[config.mk]
export PLATFORM = sky130hd
export DESIGN_NAME = cyc_irq_timer
export DESIGN_NICKNAME = d
export VERILOG_FILES = /design/src/rtl/cit_pkg.sv /design/src/rtl/cit_decode.sv /design/src/rtl/cit_counter.sv /design/src/rtl/cit_irq_flag.sv /design/src/rtl/cyc_irq_timer.sv
export SDC_FILE = /design/constraint.sdc
export NUM_CORES = 1
export LEC_CHECK = 0
export BUFFER_PORTS_ARGS = -buffer_cell sky130_fd_sc_hd__buf_2
export CAP_MARGIN = 20
export CORE_ASPECT_RATIO = 1.5
export CORE_MARGIN = 1
export CORE_UTILIZATION = 50
export CTS_BUF_LIST = sky130_fd_sc_hd__clkbuf_4 sky130_fd_sc_hd__clkbuf_8
export DETAILED_ROUTE_END_ITERATION = 7
export PLACE_DENSITY = 0.78
export SLEW_MARGIN = 0
export SYNTH_ARGS = -nofsm -noshare
export SYNTH_HDL_FRONTEND = slang
export SYNTH_SLANG_ARGS = --single-unit
[constraint.sdc]
create_clock -name clk -period 2.12 [get_ports clk]
set_clock_uncertainty 0.05 [all_clocks]
set_input_delay 0.424 -clock clk [delete_from_list [all_inputs] [get_ports clk]]
set_output_delay 0.424 -clock clk [all_outputs]
set_load 0.005 [all_outputs]
[src/rtl/cit_pkg.sv]
package cit_pkg;
  // number of byte-wide load registers making up the counter
  localparam int unsigned CIT_LANES = 2;

  // index of the lane whose write also acknowledges the request
  localparam int unsigned CIT_ACK_LANE = 0;
endpackage

[src/rtl/cit_decode.sv]
module cit_decode #(
  parameter int unsigned ADDR_W = 16,
  parameter logic [ADDR_W-1:0] BASE_ADDR = 16'h4100,
  parameter int unsigned LANES = 2
) (
  input  logic              we_i,
  input  logic [ADDR_W-1:0] addr_i,
  output logic [LANES-1:0]  sel_o
);
  for (genvar i = 0; i < LANES; i++) begin : g_lane
    localparam logic [ADDR_W-1:0] LANE_ADDR = ADDR_W'(BASE_ADDR + ADDR_W'(i));
    assign sel_o[i] = we_i && (addr_i == LANE_ADDR);
  end

  // at most one lane is selected by a single access
  always_comb begin
    a_one_lane_r8: assert ($onehot0(sel_o));
  end
endmodule

[src/rtl/cit_counter.sv]
module cit_counter #(
  parameter int unsigned BYTE_W = 8,
  parameter int unsigned LANES = 2
) (
  input  logic              clk,
  input  logic              rst,
  input  logic              tick_i,
  input  logic [LANES-1:0]  sel_i,
  input  logic [BYTE_W-1:0] data_i,
  output logic              wrap_o
);
  localparam int unsigned CNT_W = BYTE_W * LANES;

  logic [BYTE_W-1:0] lane_q [LANES];
  logic [CNT_W-1:0]  cnt_w;
  logic [CNT_W-1:0]  inc_w;
  logic              any_wr;
  logic              advance;

  for (genvar i = 0; i < LANES; i++) begin : g_join
    assign cnt_w[i*BYTE_W +: BYTE_W] = lane_q[i];
  end

  assign any_wr  = |sel_i;
  assign inc_w   = cnt_w + CNT_W'(1);
  assign advance = tick_i && !any_wr && (cnt_w != '0);
  assign wrap_o  = advance && (&cnt_w);

  for (genvar i = 0; i < LANES; i++) begin : g_lane
    always_ff @(posedge clk) begin
      if (rst) begin
        lane_q[i] <= '0;
      end else if (sel_i[i]) begin
        lane_q[i] <= data_i;
      end else if (advance) begin
        lane_q[i] <= inc_w[i*BYTE_W +: BYTE_W];
      end
    end

    // a selected lane takes the bus data
    p_lane_load_r8: assert property (@(posedge clk) disable iff (rst)
      sel_i[i] |=> lane_q[i] == $past(data_i));
  end

  // one step per qualified cycle
  p_step_r2: assert property (@(posedge clk) disable iff (rst)
    (tick_i && !any_wr && cnt_w != '0) |=> cnt_w == $past(cnt_w) + CNT_W'(1));

  // no tick, no write, no change
  p_pause_r2: assert property (@(posedge clk) disable iff (rst)
    (!tick_i && !any_wr) |=> $stable(cnt_w));

  // zero is a resting state
  p_zero_hold_r4: assert property (@(posedge clk) disable iff (rst)
    (cnt_w == '0 && !any_wr) |=> cnt_w == '0);

  // a write on the wrap edge suppresses the wrap
  p_wr_prio_r7: assert property (@(posedge clk) disable iff (rst)
    any_wr |-> !wrap_o);
endmodule

[src/rtl/cit_irq_flag.sv]
module cit_irq_flag (
  input  logic clk,
  input  logic rst,
  input  logic set_i,
  input  logic clr_i,
  output logic irq_o
);
  logic irq_q;

  always_ff @(posedge clk) begin
    if (rst) begin
      irq_q <= 1'b0;
    end else if (clr_i) begin
      irq_q <= 1'b0;
    end else if (set_i) begin
      irq_q <= 1'b1;
    end
  end

  assign irq_o = irq_q;

  // acknowledge drops the request
  p_ack_clears_r5: assert property (@(posedge clk) disable iff (rst)
    clr_i |=> !irq_q);

  // request holds until acknowledged
  p_irq_hold_r5: assert property (@(posedge clk) disable iff (rst)
    (irq_q && !clr_i) |=> irq_q);
endmodule

[src/rtl/cyc_irq_timer.sv]
module cyc_irq_timer #(
  parameter int unsigned BYTE_W = 8,
  parameter int unsigned ADDR_W = 16,
  parameter logic [ADDR_W-1:0] BASE_ADDR = 16'h4100
) (
  input  logic              clk,
  input  logic              rst,
  input  logic              tick_i,
  input  logic              we_i,
  input  logic [ADDR_W-1:0] addr_i,
  input  logic [BYTE_W-1:0] data_i,
  output logic              irq_o
);
  import cit_pkg::*;

  localparam int unsigned LANES = CIT_LANES;

  logic [LANES-1:0] sel_w;
  logic             wrap_w;
  logic             ack_w;
  logic             hi_wr_w;

  cit_decode #(
    .ADDR_W(ADDR_W),
    .BASE_ADDR(BASE_ADDR),
    .LANES(LANES)
  ) u_decode (
    .we_i(we_i),
    .addr_i(addr_i),
    .sel_o(sel_w)
  );

  cit_counter #(
    .BYTE_W(BYTE_W),
    .LANES(LANES)
  ) u_counter (
    .clk(clk),
    .rst(rst),
    .tick_i(tick_i),
    .sel_i(sel_w),
    .data_i(data_i),
    .wrap_o(wrap_w)
  );

  assign ack_w   = sel_w[CIT_ACK_LANE];
  assign hi_wr_w = sel_w[LANES-1];

  cit_irq_flag u_flag (
    .clk(clk),
    .rst(rst),
    .set_i(wrap_w),
    .clr_i(ack_w),
    .irq_o(irq_o)
  );

  // reset leaves the request low
  p_reset_low_r1: assert property (@(posedge clk)
    rst |=> !irq_o);

  // a wrap raises the request on the next cycle
  p_wrap_irq_r3: assert property (@(posedge clk) disable iff (rst)
    wrap_w |=> irq_o);

  // high-byte write keeps a pending request
  p_hi_keep_r6: assert property (@(posedge clk) disable iff (rst)
    (irq_o && hi_wr_w && !ack_w) |=> irq_o);
endmodule

After elaboration in Yosys (flattened, before gate mapping) --
Memory sizes are Yosys's and may differ from the RTL's. Cells that the tools add are included.
Storage, ports and cells: bits in registers 1, memory bits (writable) 16, output and inout port bits 1, logic and storage cells 38, memories kept 1
Cells by class: add/sub/neg operators 1, eq/ne operators 2, mux-type cells 19, bitwise gates (word level) 4, reduce and logical (&&, ||, !) cells 10
Memories:
- u_counter.lane_q | words 2, bits a word 8, rd ports 2, clocked after memory_dff 0, write ports 2, RTL line cit_counter.sv:14 | logic [BYTE_W-1:0] lane_q [LANES];
Operators by type and width (number):
- $eq 16x15->1 const B | 2
- $mux 8 | 4
- $add 16x1->16 const B | 1
- $reduce_and 16->1 | 1
- $reduce_bool 16->1 | 1
- $mux 1 | 15
- $logic_and 1x1->1 | 5
- $or 1x1->1 | 4
- $reduce_or 2->1 | 2
- $logic_not 1->1 | 1

Depth between registers and ports, before layout --
depth in word-level cells 11, mapped depth 7, gate-level depth less buffers 6

Cells and area by module --
From an unflattened synthesis, not the netlist that was laid out.
Unflattened totals: cell total of the unflattened synthesis 122, area, all modules 1198.6 um^2
By module, submodules not included:
- cit_counter | instances 1, cells an instance 111, area an instance 1094.8 um^2
- cit_decode | instances 1, cells an instance 8, area an instance 70.1 um^2
- cit_irq_flag | instances 1, cells an instance 3, area an instance 33.8 um^2

Worst setup path before layout --
No wires, ideal clock.
kind reg-to-reg, from memory u_counter.lane_q[0][0], to memory u_counter.lane_q[0][0], enable pin, arrival 1690 ps, data required time 1776 ps, setup slack 86 ps, cell stages (with the launch flop) 8, path buffers 1, clock period less this slack 2034 ps, path through edfxtp_1 -> inv_1 -> ha_1 -> nor4b_1 -> a41o_1 -> buf_6 -> nor2_2 -> or3_1
RTL lines (RTL line):
- start: declaration | cit_counter.sv:14

==> impl_results.md <==
* Fraction of synthesized cell area in xor and xnor cells at about a tenth
* Later-pin clock latency in the skew report at 0.29 ns
* Number of pins with negative max-slew slack in the final report at 0
* Busiest layer in global routing: met2
* Via density per instance at approximately 6.3
* Weighted congestion reported at the end of routability-driven placement at 0.8814
* Post-Route WL at around 3100 um
* Clk Tree Root Cell: sky130_fd_sc_hd__clkbuf_4
* Number of warnings issued by yosys at 0
* Half-perimeter wire length after placement at ~2400 um
* Simple-gate area share of the yosys netlist at ~30%
* Buffer and inverter count on the worst path at 1
* Slew at the pin with the worst max-slew slack at 0.5319 ns
* Ordered list of cells on the worst path: inv_1 > ha_1 > nor4b_1 > a41o_1 > nor2_2 > or3_1
* X dimension of the die at 42.50 um
* Clk sink count at 17
* Worst hold slack at approximately 0.40 ns
* Kind of end point of the critical path: flip-flop
* Accumulated negative setup slack at 0 ns
* Overall track demand over capacity in global routing at between 20% and 30%
* LEAKAGE at 0.5501 nW
* CP Data Arrival Time at 1.94 ns
* TritonCTS clock tree: built
* Fraction of synthesized cell area taken by the top area cell type at roughly two fifths
* GR Util met2 at between 40% and 50%
* Number of flip-flops and latches in the synthesized netlist at 17
* Starting Density at 53.80%
* Total gr overflow at 0
* Data required time at the worst endpoint at around 2.1 ns
* Dominant cells by area after synthesis: sky130_fd_sc_hd__edfxtp_1 (39%), sky130_fd_sc_hd__a32o_1 (5.7%), sky130_fd_sc_hd__xor2_1 (5.7%)
* Peak clock frequency supported by timing at slightly above 500 MHz
* Final setup violating endpoints at 0
* Share of the synthesized area in compound gates (AO/OA/AOI/OAI) at around an eighth
* Leading cell type by number of instances after synthesis: sky130_fd_sc_hd__edfxtp_1
* Synthesized netlist net count at 150
* Number of distinct library cells after synthesis at 36
* Remaining antenna violation count at 0
* Max FO, Critical Path at 8
* Slowest cell on the critical path: sky130_fd_sc_hd__or3_1
* Max Cap Violations at 0
* Async set-reset flop share out of synthesis at 0%
* Syn-to-layout area delta at 17.60%
* WS Path Type: flip-flop to flip-flop
* Minimum clock period after layout at a little under 2 ns
* Maximum buffer depth of the clock tree at 2
* Area of the die at approximately 0.0027 mm2
* Number of design-rule violations left by the first detailed-router iteration at 45
* Hold Vio Cnt, Final at 0
* Post-Synthesis Mean Instance Area at approximately 10 um2
* Leading post-synthesis cells by instance count: sky130_fd_sc_hd__edfxtp_1 (16), sky130_fd_sc_hd__nor4_1 (8), sky130_fd_sc_hd__xor2_1 (8)
* RSZ-0062 raised after global routing: false
* Multiplexer area fraction after synthesis at 0%
* Smallest setup slack after layout at 0.1406 ns
* Number of I/O port buffers at 28
* Highest cell delay on the worst timing path at 0.47 ns
* Power density relative to cell area at approximately 510 mW/mm2
* EDFF count, synth at 16
* Number of buffers created by CTS at 3
* Dominant synthesized flop cell: sky130_fd_sc_hd__edfxtp_1
* Post-layout nets at between 150 and 200
* Outcome: finished, final reports clean
* Clock-pin slew on the worst setup and hold paths at around 0.1 ns
* Post-Syn Area at roughly 0.0012 mm2
* GRT met1 Usage at between 20% and 30%
* Fillers at 200
* Wire length of the first global-routing pass at 4698 um
* Family of cells with the greatest summed delay on the critical path: simple AND/OR/NAND/NOR gates
* H-tree lvl count at 1
* Final Instance Area at approximately 0.0014 mm2
* Type of element launching the critical path: flip-flop
* Chip Height at 62.75 um
* Share of synthesized cell area in full adder, half adder and majority cells at ~2.0%
* Antenna violations before repair at 0
* Vias post-DR at 1102
* Portion of the post-synthesis area used by sequential elements at between 40 and 50%
* M3 GR Usage at less than 1%
* Number of primary I/O pins at 29
* Type of the tightest min-delay check: input port to flip-flop
* Total of cells resized after clock tree synthesis at 0
* First-pass iteration count of the detailed router at 5
* Site row count at 21
* Maximum number of pins on one net before global-route repair at 22
* Max transition margin at roughly 64%
* Vias in the first global route at 1039
* Largest voltage drop on the vdd net at around 380 uV
* Combinational family with the most area after synthesis: simple AND/OR/NAND/NOR gates
* Routed length per placed instance at between 15 and 20 um
* Ant. Diodes at 0
* Core Footprint at 0.002286 mm2
* Remaining routing DRC violations at 0
* Cell type with the largest total area after synthesis: sky130_fd_sc_hd__edfxtp_1
* Fraction of final layout cells sized beyond drive strength 1 at between 20 and 30%
* Hold-fix buffer count after cts at 0
* Synthesized netlist cell count at between 100 and 150
* Setup repair bufs after CTS at 0
* Worst setup timing slack at the placement stage at just over 0.07 ns
* Final critical-path share of the clock period at roughly 93%
* Placed standard-cell area at ~0.0014 mm2
## tightest hold or removal path: stages
cell                      delay, ns
sky130_fd_sc_hd__buf_2         0.10
sky130_fd_sc_hd__nand3_1       0.06
sky130_fd_sc_hd__o41ai_1       0.05
## logic make-up after synthesis
| family | count (synthesis) |
|---|---|
| xor gates and xnor gates | 14 |
| and+or+nand+nor | 56 |
| AOI/OAI and AO/OA | 19 |
| DFF | 17 |
| buffers and inverters | 12 |
| adders and majority gates | 2 |
## metrics by stage
step,utilization (%),power [W],std cells
4_1_cts,63.27,0.0007298,176
6_report,63.27,0.0007345,176
2_1_floorplan,-,0.0004893,120
3_5_place_dp,61.96,0.0005511,172
5_1_grt,63.27,0.0007592,176
3_3_place_gp,61.96,0.0005461,172
## area by class of cell
class / count / area [um2] / area share, %
Multi-Input combinational cell: 91 / 668.1 / 46.19
Sequential cell: 17 / 500.5 / 34.60
Timing Repair Buffer: 36 / 200.2 / 13.84
Clock buffer: 4 / 30.03 / 2.076
Tap cell: 23 / 28.78 / 1.990
Inverter: 5 / 18.77 / 1.298
## power breakdown
group	total, W	internal [W]	switching [W]
clock	0.000189	0.0000861	0.000102
sequential	0.000416	0.000392	0.0000236
combinational	0.000130	0.0000627	0.0000677
total	0.000734	0.000541	0.000194
## sequential cells by signal (all words and copies together), names as in the netlist
name	flops
u_flag.irq_o	1
u_counter.lane_q	16
## layer usage
metal / up-vias / part of all wire (%)
met1: 501 / 39
met5: - / 0
li1: 544 / -
met3: 7 / 5.7
met2: 50 / 53
met4: 0 / 2.2
## placed cells by master, fill, tap and decap left out, types with 2 or more instances in the layout
cell,synthesis,routed
sky130_fd_sc_hd__buf_4,2,8
sky130_fd_sc_hd__nand3_1,7,7
sky130_fd_sc_hd__or3_1,5,5
sky130_fd_sc_hd__nand4_1,3,3
sky130_fd_sc_hd__ha_1,2,2
sky130_fd_sc_hd__nand2_1,4,4
sky130_fd_sc_hd__nor4_1,8,8
sky130_fd_sc_hd__xor2_1,8,8
sky130_fd_sc_hd__inv_1,5,5
sky130_fd_sc_hd__a21oi_1,5,5
sky130_fd_sc_hd__a32o_1,7,7
sky130_fd_sc_hd__edfxtp_1,16,16
sky130_fd_sc_hd__nand3b_1,6,6
sky130_fd_sc_hd__xnor2_1,6,6
sky130_fd_sc_hd__clkbuf_4,0,4
sky130_fd_sc_hd__nor4b_1,2,2
sky130_fd_sc_hd__nor2_1,2,2
sky130_fd_sc_hd__buf_2,1,28
sky130_fd_sc_hd__nor2b_1,3,3
sky130_fd_sc_hd__nor3_1,6,6
sky130_fd_sc_hd__o41ai_1,4,4
## worst paths after layout
kind,slack (ns),endpoint,depth (start not counted),from
setup / recovery,0.14,u_counter.lane_q[0][7]$_DFFE_PP_,6,u_counter.lane_q[0][0]$_DFFE_PP_
hold / removal,0.40,u_counter.lane_q[1][0]$_SDFFCE_PN0P_,3,data_i[0]
setup reg to reg,0.14,u_counter.lane_q[0][7]$_DFFE_PP_,6,u_counter.lane_q[0][0]$_DFFE_PP_
hold reg to reg,0.45,u_flag.irq_o$_SDFFE_PP0P_,2,u_flag.irq_o$_SDFFE_PP0P_
(Power assumes the default switching activity.)
